[src/rtl/prbs_unit.sv]
module prbs_unit #(
  parameter int          CNT_W = 10,
  parameter logic [30:0] SEED  = 31'h1
) (
  input  logic             clk,
  input  logic             rst_n,
  input  logic [1:0]       order_sel,
  input  logic             enable,
  input  logic             check_mode,
  input  logic             correct_en,
  input  logic             err_clear,
  input  logic             inject,
  input  logic             rx_bit,
  output logic             tx_bit,
  output logic             err_flag,
  output logic [CNT_W-1:0] err_count
);
  localparam logic [CNT_W-1:0] CNT_MAX = {CNT_W{1'b1}};

  logic [30:0] sreg;
  logic [4:0]  acq_cnt;
  logic        rx_q;
  logic [4:0]  n_len, k_tap;

  always_comb begin
    case (order_sel)
      2'd0:    begin n_len = 5'd7;  k_tap = 5'd6;  end
      2'd1:    begin n_len = 5'd15; k_tap = 5'd14; end
      default: begin n_len = 5'd31; k_tap = 5'd28; end
    endcase
  end

  logic [30:0] win_mask;
  logic        pred, rx_eff, locked, zero_win, chk_act, mismatch;

  assign win_mask = 31'h7FFF_FFFF >> (5'd31 - n_len);
  assign pred     = sreg[n_len - 5'd1] ^ sreg[k_tap - 5'd1];
  assign rx_eff   = rx_bit ^ inject;
  assign locked   = acq_cnt >= n_len;
  assign zero_win = (sreg & win_mask) == 31'h0;
  assign chk_act  = enable && check_mode && locked;
  assign mismatch = rx_eff ^ pred;
  assign tx_bit   = (check_mode && !correct_en) ? rx_q : sreg[0];

  always_ff @(posedge clk) begin
    if (!rst_n) begin
      sreg      <= SEED;
      acq_cnt   <= '0;
      rx_q      <= 1'b0;
      err_flag  <= 1'b0;
      err_count <= '0;
    end else begin
      err_flag <= chk_act && mismatch;
      if (err_clear)
        err_count <= '0;
      else if (chk_act && mismatch && err_count != CNT_MAX)
        err_count <= err_count + 1'b1;

      if (!check_mode)
        acq_cnt <= '0;
      else if (enable && !locked)
        acq_cnt <= acq_cnt + 5'd1;

      if (enable) begin
        rx_q <= rx_eff;
        if (check_mode)
          sreg <= {sreg[29:0], locked ? pred : rx_eff};
        else if (zero_win)
          sreg <= SEED;
        else
          sreg <= {sreg[29:0], pred};
      end
    end
  end

  p_sat_hold_r8: assert property (@(posedge clk) disable iff (!rst_n)
    (err_count == CNT_MAX && !err_clear) |=> err_count == CNT_MAX);

  p_clear_wins_r9: assert property (@(posedge clk) disable iff (!rst_n)
    err_clear |=> err_count == '0);

  p_single_step_r7: assert property (@(posedge clk) disable iff (!rst_n)
    !err_clear |=> (err_count == $past(err_count) || err_count == $past(err_count) + 1'b1));

  p_flag_counts_r7: assert property (@(posedge clk) disable iff (!rst_n)
    (err_flag && !$past(err_clear) && $past(err_count) != CNT_MAX) |-> err_count == $past(err_count) + 1'b1);

  p_acq_quiet_r4: assert property (@(posedge clk) disable iff (!rst_n)
    !locked |=> !err_flag);

  p_idle_hold_r11: assert property (@(posedge clk) disable iff (!rst_n)
    (!enable && !err_clear) |=> ($stable(sreg) && $stable(rx_q) && $stable(err_count) && !err_flag));

  p_no_lockup_r3: assert property (@(posedge clk) disable iff (!rst_n)
    (enable && !check_mode) |=> (sreg & $past(win_mask)) != 31'h0);
endmodule

[config.mk]
export PLATFORM = sky130hd
export DESIGN_NAME = prbs_unit
export DESIGN_NICKNAME = d
export VERILOG_FILES = /design/src/rtl/prbs_unit.sv
export SDC_FILE = /design/constraint.sdc
export NUM_CORES = 1
export LEC_CHECK = 0
export BUFFER_PORTS_ARGS = -buffer_cell sky130_fd_sc_hd__buf_2
export CAP_MARGIN = 20
export CORE_UTILIZATION = 57
export CTS_BUF_LIST = sky130_fd_sc_hd__clkbuf_16
export DETAILED_ROUTE_END_ITERATION = 7
export HOLD_SLACK_MARGIN = 0.1
export MAX_ROUTING_LAYER = met4
export PLACE_DENSITY = 0.83
export SETUP_SLACK_MARGIN = 0.1
export SYNTH_ARGS = -nofsm -noshare
export SYNTH_HDL_FRONTEND = slang
export SYNTH_SLANG_ARGS = --single-unit
[constraint.sdc]
create_clock -name clk -period 2.3 [get_ports clk]
set_input_delay 0.115 -clock clk [delete_from_list [all_inputs] [get_ports clk]]
set_output_delay 0.115 -clock clk [all_outputs]
set_load 0.1 [all_outputs]
==> results of run 1 <==
-- flip-flops by register name, summed over array words and instances (netlist names) --
| name | cells |
|---|---|
| rx_q | 1 |
| acq_cnt | 5 |
| sreg | 31 |
| err_flag | 1 |
| err_count | 10 |
-- cells by family after synthesis --
| logic type | count (synthesis) | share of synthesized area (%) |
|---|---|---|
| buffers and inverters | 16 | 2.65 |
| flip-flops | 48 | 42.4 |
| AND/OR/NAND/NOR | 117 | 28.7 |
| AO/OA/AOI/OAI | 49 | 15.4 |
| adder cells (fa/ha/maj) | 4 | 2.21 |
| XOR/XNOR | 9 | 3.81 |
| multiplexers | 11 | 4.91 |
-- worst min-delay path by stage --
stage,depth (start not counted),start,endpoint
CTS,4,err_clear,err_count[5]
finish,4,err_clear,err_count[5]
global placement,2,rst_n,sreg[0]
detailed placement,2,rst_n,sreg[0]
global route,4,err_clear,err_count[1]
floorplan,1,rst_n,sreg[30]
-- power by group through the flow --
stage               sequential (mW)  clock (mW)  combinational [mW]
floorplan                     0.861           0              0.0861
global placement              0.862           0               0.114
detailed placement            0.863           0               0.116
CTS                           0.844       0.700               0.117
global route                  0.845       0.737               0.128
finish                        0.845       0.683               0.117
-- stage by stage --
step                      total power, mW  cells  setup slack (ns)  util, %  area [sq um]
final                                1.65    323             0.317     68.5          2560
after global routing                 1.71    323             0.197     68.5          2560
after CTS                            1.66    323             0.315     68.5          2560
after detailed placement            0.979    314             0.309     64.5          2410
after global placement              0.976    314             0.371     64.5          2410
after floorplan                     0.947    254             0.131        -          2270
-- layout by cell type (no fill, tap or decap), drive strengths merged, types with 4 or more instances in the layout --
cell / count
xnor2: 5
xor2: 4
or3: 4
buf: 25
nand4: 4
mux2i: 10
nor2: 8
nand2: 13
o21ai: 5
dfxtp: 48
nor2b: 9
ha: 4
nand2b: 25
nor4: 8
clkbuf: 5
a21oi: 9
a21boi: 23
nand3: 33
-- area by class of cell --
type,instances,area [sq um]
multi-input combinational,190,1240
fill,301,1180
sequential,48,963
timing repair buffer,26,145
clock buffer,5,125
tap,48,60.1
clock inverter,3,13.8
inverter,3,11.3
-- per-layer routing --
layer	GRT usage (%)	vias up	wire length, um
met5	-	-	0
met2	39.1	32	2090
li1	-	949	-
met1	28.6	862	2060
met4	10.1	0	88
met3	6.69	8	149
-- critical path, cell delays in order (launching register included) --
cell and delay, ns:
dfxtp_1 0.34, ha_1 0.30, nand3_1 0.07, o21a_1 0.23, nor3_1 0.23, o21ai_2 0.16
or4_1 0.43, a21oi_1 0.14
==> metrics.md, run 1 <==
| Metric | Value |
|---|---|
| Cts repair resizes | 0 |
| Fraction of layout cells with a size suffix above 1 | between 10% and 20% |
| Std cell rows | 22 |
| Setup violations, final | 0 |
| Reg2Reg Depth | 7 |
| Clock sinks | 48 |
| Status | completed |
| Nets@finish | about 290 |
| Synth Flop Type | dfxtp_1 |
| IO Port Bufs | 21 |
| Synth Cell Area | 2270 sq um |
| Vias per cell | about 5.7 |
| Crit. Startpoint | acq_cnt[3] |
| Reg2Reg Setup Slack | approximately 0.32 ns |
| Root buf cell | clkbuf_16 |
| DR vias | around 1,900 |
| GRT Util Overall | ~24% |
| Worst Path Arrival | about 2.2 ns |
| Clock power frac | 41.5% |
| Post-Synthesis Cells | around 250 |
| Clock-pin transition on the worst setup and hold timing paths | 0.06 ns |
| Synth async-reset ratio | 0% |
| Data required, critical path | between 2 and 3 ns |
| YS warnings | 0 |
| GRT overflow | 0 |
| Period utilisation layout | between 80% and 90% |
| Count of cell types in the netlist | 44 |
| Pin count of the biggest net entering global routing | 51 |
| Max Root-Sink Buffers | 2 |
| Die area | between 4000 and 5000 sq um |
| Gate power share | under 10% |
| Postcts setup bufs | 0 |
| Slew headroom | around two thirds |
| CP Launch Type | flip-flop |
| Synth area leader | dfxtp_1 |
| # IOs | 22 |
| Sequential power share | approximately half |
| Cts hold-fix bufs | 1 |
| Detailed placement HPWL | 3.08 mm |
| Clk_lat worst skew | between 0.2 and 0.3 ns |
| Routability congestion estimate | between 0.8 and 0.9 |
| Max Transition Viols Final | 0 |
| WL per Instance | 13.6 um |
| Hold_ws | 0.223 ns |
| Post-synth EDFFs | 0 |
| Number of diodes | 0 |
| Initial antenna violation count | 0 |
| Slew @ Worst Pin | about 0.52 ns |
| CP max FO | 10 |
| Sequential-to-total area share from yosys stat | 42.4% |
| Commonest cells post-synth | dfxtp_1, nand3_1, nand2b_1 |
| Min-delay worst type | input port to flip-flop |
| Sw Share | ~22% |
| Die height | roughly 65 um |
| Internal | approximately 1.3 mW |
| Initial drt markers | 110 |
| Final antenna-violating net count | 0 |
| Post-synthesis register bit count | 48 |
| Max Freq | a little over 500 MHz |
| DRT Wirelength | 4.38 mm |
| Area growth from synthesis to layout | 13.1% |
| Syn Nets | between 200 and 300 |
| Worst VDD drop | just under 0.5 mV |
| Area fraction of the dominant cell type after synthesis | a little over two fifths |
| Final min period | just under 2 ns |
| Crit Path Class | flip-flop to flip-flop |
| PwrDens | between 600 and 700 nW/um^2 |
| Die Wd | roughly 65 um |
| Drt first pass iters | 4 |
| Critical Path Sink | err_count[8] |
| CORE AREA | 3740 sq um |
| R2R Path End | err_count[8] |
| Psw | around 0.37 mW |
| Mean post-synth cell area | 8.92 sq um |
| Drt drc | 0 |
| Effective utilization at floorplan | 60.5% |
| CTS tree | done |
| Reg2reg start | acq_cnt[3] |
| Vias in the first global route | between 1,500 and 2,000 |
| Post-route clock skew | between 0.002 and 0.003 ns |
| H-tree depth | 2 |
| Setup Total Neg Slack | 0 ns |
| Crit end category | flip-flop |
| Synth area leaders | dfxtp_1, a21boi_0, nand3_1, nand2b_1, mux2i_1 |
| RSZ-0062 raised after global routing | no |
| Most numerous cell in the Yosys netlist | dfxtp_1 |
| First-pass GRT wire length | between 7 and 8 mm |
| Num CTS Buffers | 5 |
| Final Hold Fails | 0 |
| MaxCap Viol Count | 0 |
| Leak | between 0.9 and 1 nW |
No activity file was read; power rests on OpenSTA's default activity.
==> run 2: changes to the inputs <==
Settings changed: CORE_UTILIZATION 57 to 30, PLACE_DENSITY 0.83 to 0.52.
Clock period 2.3 ns to 2.5 ns, I/O delays scaled along.
==> run 2 against run 1 <==
  * Register-to-register slack better by 0.21 ns
  * Count of clock-buffer cells in the layout is the same
  * Final area is 2.0% higher
  * Via count decreased by 2.3%
  * Worst setup slack gained 0.21 ns
  * Wire length grew 2.5%
  * Die area rose by 87%
  * Flip-flop and latch count stayed put
  * Combinational power is 9% lower
  * Clock skew increased by 0.0053 ns
  * Fmax is 0.25% higher
  * Sequential share of layout area down 0.82 points
  * Critical endpoint unchanged
  * Highest routed layer unchanged
==> metrics.md, run 2 (synthesized netlist as in run 1, its figures left out) <==
| Metric | Value |
|---|---|
| Status | completed |
| Fraction of layout cells with a size suffix above 1 | 14.7% (-0.62 points) |
| Most common cell after layout, fill and taps aside | dfxtp_1 |
| Psw | 0.348 mW (-5.2%) |
| Data required, critical path | 2.72 ns (+0.20 ns) |
| Crit Path Class | flip-flop to flip-flop |
| Num CTS Buffers | 5 (unchanged) |
| Most Crowded Layer GR | met2 |
| Drt drc | 0 (unchanged) |
| Drt first pass iters | 4 (unchanged) |
| Commonest non-fill, non-tap cells in the layout | dfxtp_1, nand3_1, nand2b_1 |
| Reg2Reg Setup Slack | 0.52 ns (+0.21 ns) |
| Sw Share | 22.8% (+0.55 points) |
| CP Launch Type | flip-flop |
| Pin count of the biggest net entering global routing | 58 (+14%) |
| Clock-pin transition on the worst setup and hold timing paths | 0.06 ns (about the same) |
| Area growth from synthesis to layout | 15.4% |
| Die height | 88.9 um (+37%) |
| Max Root-Sink Buffers | 2 (unchanged) |
| Setup Total Neg Slack | 0 ns (unchanged) |
| Post-route clock skew | 0.00788 ns (+0.00525 ns) |
| Clk_lat worst skew | 0.29 ns (about the same) |
| Clock sinks | 48 (unchanged) |
| # IOs | 22 (unchanged) |
| Crit end category | flip-flop |
| Final Hold Fails | 0 (unchanged) |
| Worst path top cell family by delay | simple AND/OR/NAND/NOR gates |
| CP max-delay cell | or4_1 |
| Worst path max stage delay | 0.42 ns (about the same) |
| DRT Wirelength | 4.49 mm (+2.5%) |
| Cts repair resizes | 0 (unchanged) |
| Nets@finish | 287 (-0.35%) |
| Placed cell areas | 2480 sq um (+2.5%) |
| Sequential power share | 51.0% (-0.3 points) |
| Initial antenna violation count | 0 (unchanged) |
| Worst Path Arrival | 2.19 ns (about the same) |
| Cts hold-fix bufs | 0 (-1) |
| Reg2reg start | acq_cnt[4] |
| CORE AREA | 7290 sq um (+95%) |
| Top Registers | sreg (31), err_count (10), acq_cnt (5) |
| CTS tree | done |
| Initial drt markers | 78 (-29%) |
| WL per Instance | 12.1 um (-11%) |
| CP max FO | 10 (unchanged) |
| Std cell rows | 31 (+41%) |
| Root buf cell | clkbuf_16 |
| GRT overflow | 0 (unchanged) |
| R2R Path End | err_count[8] |
| Buf/Inv on CP | 0 (unchanged) |
| IO Port Bufs | 21 (unchanged) |
| Gate power share | 7.0% (about the same) |
| Final instance area | 2610 sq um (+2.0%) |
| H-tree depth | 2 (unchanged) |
| Layout Utilization | 35.8% (-33 points) |
| Setup violations, final | 0 (unchanged) |
| M2 GR Usage | 19.4% (-20 points) |
| Postcts setup bufs | 0 (unchanged) |
| Routability congestion estimate | 0.763 (-5.9%) |
| Worst VDD drop | 0.336 mV (-32%) |
| RSZ-0062 raised after global routing | no |
| First-pass GRT wire length | 7.56 mm (-0.91%) |
| Final min period | 1.98 ns (-0.00500 ns) |
| MaxCap Viol Count | 0 (unchanged) |
| Final antenna-violating net count | 0 (unchanged) |
| Effective utilization at floorplan | 31.1% (-29 points) |
| PwrDens | 583 nW/um^2 (-9.2%) |
| Crit-path cells | ha_1, nand3_1, o21a_1, nor3_1, o21ai_2, or4_1, a21oi_1 |
| Reg2Reg Depth | 7 (unchanged) |
| Die area | 7900 sq um (+87%) |
| Min-delay worst type | input port to flip-flop |
| Vias in the first global route | 1,568 (-7.9%) |
| Met3 usage | 3.69% (-3.0 points) |
| Slew @ Worst Pin | 0.527 ns (+0.00941 ns) |
| Top reg by flops | sreg |
| Internal | 1.17 mW (-8.1%) |
| Leak | 0.926 nW (-1.1%) |
| Period utilisation layout | 79.1% (-7.1 points) |
| Detailed placement HPWL | 3.10 mm (+0.84%) |
| M1 GR Usage | 16.8% (-12 points) |
| Sink of the worst hold path | err_count[7] |
| Hold Path Origin | err_clear |
| Max Freq | 506 MHz (+0.25%) |
| Vias per cell | 4.86 (-15%) |
| Largest register FFs | 31 (unchanged) |
| DR vias | 1,809 (-2.3%) |
| Final total power | 1.52 mW (-7.4%) |
| Max Transition Viols Final | 0 (unchanged) |
| Hold Crit Depth | 4 (unchanged) |
| GRT Util Overall | 13.1% (-11 points) |
| Die Wd | 88.9 um (+37%) |
| Slew headroom | 64.8% (-0.45 points) |
| Number of diodes | 0 (unchanged) |
| Clock power frac | 42.0% (+0.5 points) |
run 2: cell count changes in the layout (fill, tap and decap cells not counted), sizes merged:
| cell | delta |
|---|---|
| clkinvlp | +1 |
| dlygate4sd3 | -1 |
| clkinv | -2 |
run 2: final cells by class:
cell class | count | area (sq um)
Multi-Input combinational cell | 190 | 1240
Clock inverter | 2 | 12.5
Sequential cell | 48 | 961
Tap cell | 99 | 124
Timing Repair Buffer | 25 | 135
Fill cell | 787 | 4680
Inverter | 3 | 11.3
Clock buffer | 5 | 125
run 2: tightest hold or removal path: cells and delay by family:
kind,cells,cell delay [ns]
muxes,1,0.05
buffers and inverters,1,0.09
and+or+nand+nor,2,0.22
run 2: power by group through the flow:
| stage | clock (mW) | combinational (mW) | sequential, mW |
|---|---|---|---|
| 2_1_floorplan | 0 | 0.0792 | 0.792 |
| 3_3_place_gp | 0 | 0.108 | 0.794 |
| 3_5_place_dp | 0 | 0.108 | 0.794 |
| 4_1_cts | 0.662 | 0.108 | 0.777 |
| 5_1_grt | 0.692 | 0.118 | 0.777 |
| 6_report | 0.639 | 0.107 | 0.777 |
run 2: worst max path at each step:
stage                       startpoint           end  slack [ns]  cells after the start
after floorplan           err_count[0]  err_count[4]        0.18                      7
after global placement    order_sel[1]  err_count[8]        0.54                      9
after detailed placement  order_sel[1]  err_count[8]        0.51                      9
after CTS                   acq_cnt[4]  err_count[8]        0.52                      7
after global routing        acq_cnt[3]  err_count[4]        0.37                      7
final                       acq_cnt[4]  err_count[8]        0.52                      7
run 2: layer usage:
| metal | up-vias | routed length [um] | share of wire (%) |
|---|---|---|---|
| met3 | 7 | 149 | 3.3 |
| met4 | 0 | 72 | 1.6 |
| met2 | 19 | 1920 | 43 |
| met5 | - | 0 | 0 |
| met1 | 835 | 2350 | 52 |
| li1 | 948 | - | - |
run 2: stage by stage:
stage / hold slack [ns] / worst slack [ns] / std cells
6_report: 0.251 / 0.522 / 372
5_1_grt: 0.283 / 0.367 / 372
4_1_cts: 0.244 / 0.525 / 372
3_5_place_dp: 0.466 / 0.510 / 365
3_3_place_gp: 0.462 / 0.544 / 365
2_1_floorplan: 0.279 / 0.181 / 254
==> run 3: changes to the inputs <==
Clock period 2.5 ns to 1.9 ns, I/O delays scaled along.
==> run 3 against run 2 <==
  * Via count is 5.0% higher
  * Largest cell class unchanged
  * Largest power group unchanged
  * Core utilization up 3.4 points
  * First-iteration DRC count decreased by 12%
  * Clock skew fell by 0.0040 ns
  * Clock power increased by 60%
  * Worst setup slack worse by 0.46 ns
  * Combinational power rose by 50%
  * Sequential share of layout area decreased by 2.5 points
  * Critical endpoint is now err_count[3]
  * Die area stayed put
  * Count of clock-buffer cells in the layout unchanged
  * Critical path depth unchanged
==> metrics.md, run 3 (synthesized netlist as in run 1, its figures left out) <==
| Metric | Value |
|---|---|
| Cts hold-fix bufs | 0 (unchanged) |
| Effective utilization at floorplan | 31.1% (unchanged) |
| Area growth from synthesis to layout | 26.4% |
| Min-delay worst type | input port to flip-flop |
| GRT overflow | 0 (unchanged) |
| WL per Instance | 12.4 um (+2.6%) |
| DP Worst Slack | 0.00922 ns (-0.501 ns) |
| DRT Wirelength | 4.81 mm (+7.1%) |
| Placed cell areas | 2590 sq um (+4.6%) |
| Fraction of layout cells with a size suffix above 1 | 27.3% (+13 points) |
| CTS tree | done |
| GRT Util Overall | 13.4% (+0.29 points) |
| Final total power | 2.20 mW (+44%) |
| Status | completed |
| Max Root-Sink Buffers | 2 (unchanged) |
| Setup violations, final | 0 (unchanged) |
| Buf/Inv on CP | 0 (unchanged) |
| Slew headroom | 65.8% (+0.99 points) |
| Crit end category | flip-flop |
| Worst Path Arrival | 2.05 ns (-0.14 ns) |
| Commonest non-fill, non-tap cells in the layout | dfxtp_1, nand3_1, nand2b_1 |
| CP max-delay cell | dfxtp_2 |
| Layout Utilization | 39.3% (+3.4 points) |
| Final instance area | 2860 sq um (+9.6%) |
| Initial drt markers | 69 (-12%) |
| Clock sinks | 48 (unchanged) |
| Top reg by flops | sreg |
| # IOs | 22 (unchanged) |
| RSZ-0062 raised after global routing | yes |
| Worst VDD drop | 0.500 mV (+49%) |
| PwrDens | 768 nW/um^2 (+32%) |
| Num CTS Buffers | 5 (unchanged) |
| Drt drc | 0 (unchanged) |
| Number of diodes | 0 (unchanged) |
| Routability congestion estimate | 0.765 (+0.24%) |
| H-tree depth | 2 (unchanged) |
| Die area | 7900 sq um (unchanged) |
| Slew @ Worst Pin | 0.513 ns (-0.0138 ns) |
| Leak | 1.03 nW (+11%) |
| Initial antenna violation count | 0 (unchanged) |
| CP max FO | 5 (-5) |
| Most common cell after layout, fill and taps aside | dfxtp_1 |
| Worst path max stage delay | 0.33 ns (-0.09 ns) |
| Drt first pass iters | 4 (unchanged) |
| Worst path top cell family by delay | compound AO/OA/AOI/OAI gates |
| Setup ws final | 0.0636 ns (-0.459 ns) |
| Setup Total Neg Slack | 0 ns (unchanged) |
| IO Port Bufs | 21 (unchanged) |
| CORE AREA | 7290 sq um (unchanged) |
| Fillers | 796 (+1.1%) |
| Root buf cell | clkbuf_16 |
| Die height | 88.9 um (unchanged) |
| Crit-path cells | ha_4, nand3_2, o21a_4, a2111o_1, and2_4, or3_1, a21oi_1 |
| Die Wd | 88.9 um (unchanged) |
| Std cell rows | 31 (unchanged) |
| Pin count of the biggest net entering global routing | 58 (unchanged) |
| Detailed placement HPWL | 3.30 mm (+6.4%) |
| Top Registers | sreg (31), err_count (10), acq_cnt (5) |
| Final Hold Fails | 0 (unchanged) |
| Final antenna-violating net count | 0 (unchanged) |
| Post-route clock skew | 0.00392 ns (-0.00396 ns) |
| First-pass GRT wire length | 8.02 mm (+6.2%) |
| Data required, critical path | 2.11 ns (-0.61 ns) |
| Crit Path Class | flip-flop to flip-flop |
| Inst Count DP | 378 (+3.6%) |
| Clock-pin transition on the worst setup and hold timing paths | 0.07 ns (about the same) |
| Period utilisation layout | 96.7% (+18 points) |
| Max Transition Viols Final | 0 (unchanged) |
| Max Freq | 545 MHz (+7.7%) |
| Final min period | 1.84 ns (-0.141 ns) |
| Hold_ws | 0.198 ns (-0.0531 ns) |
| Largest register FFs | 31 (unchanged) |
| Vias per cell | 4.89 (+0.65%) |
| CP Launch Type | flip-flop |
| Clk_lat worst skew | 0.28 ns (about the same) |
| MaxCap Viol Count | 0 (unchanged) |
| DR vias | 1,899 (+5.0%) |
| Vias in the first global route | 1,759 (+12%) |
| Non-filler cells, final | 388 (+4.3%) |
| Nets@finish | 302 (+5.2%) |
==> run 3: cell count changes in the layout (fill, tap and decap cells not counted), moves of 2 or more <==
cell     before  now
buf_4         4   18
dfxtp_1      48   35
dfxtp_2       0   11
dfxtp_4       0    2
ha_1          4    1
ha_4          0    2
nor4_1        8    4
nor4_2        0    3
==> run 3: power by group <==
part	internal [mW]	switching, mW
Clock	0.626	0.396
Combinational	0.0655	0.0943
Sequential	1.01	0.00666
==> run 3: layout make-up <==
cell class | instances | area [sq um] | area share (%)
timing repair buffer | 40 | 251 | 8.78
sequential | 48 | 982 | 34.3
tap | 99 | 124 | 4.33
clock inverter | 3 | 46.3 | 1.62
clock buffer | 5 | 125 | 4.37
inverter | 3 | 11.3 | 0.393
multi-input combinational | 190 | 1320 | 46.2
==> run 3: worst paths after layout <==
check,slack [ns],endpoint,start,depth (start not counted)
setup / recovery,0.06,err_count[3],acq_cnt[4],7
hold / removal,0.20,err_count[1],err_clear,4
setup reg to reg,0.06,err_count[3],acq_cnt[4],7
hold reg to reg,0.48,err_count[5],err_count[5],2
==> run 3: layer usage <==
metal | vias to the layer above | wire [um] | GRT usage (%)
li1 | 972 | - | -
met1 | 892 | 2370 | 16.7
met2 | 31 | 2240 | 21.8
met3 | 4 | 163 | 3.51
met4 | 0 | 29 | 2.79
met5 | - | 0 | -
==> run 3: timing repair <==
item,CTS,global route
resized for setup,7,10
endpoints found under the setup margin,23,30
pin swaps,6,5
setup buffers,1,1
==> run 3: worst register-to-register path, delay by kind of cell (launching register included) <==
family,cells,cell delay [ns]
compound gates,3,0.64
flops,1,0.33
fa+ha+maj,1,0.27
simple gates,3,0.52
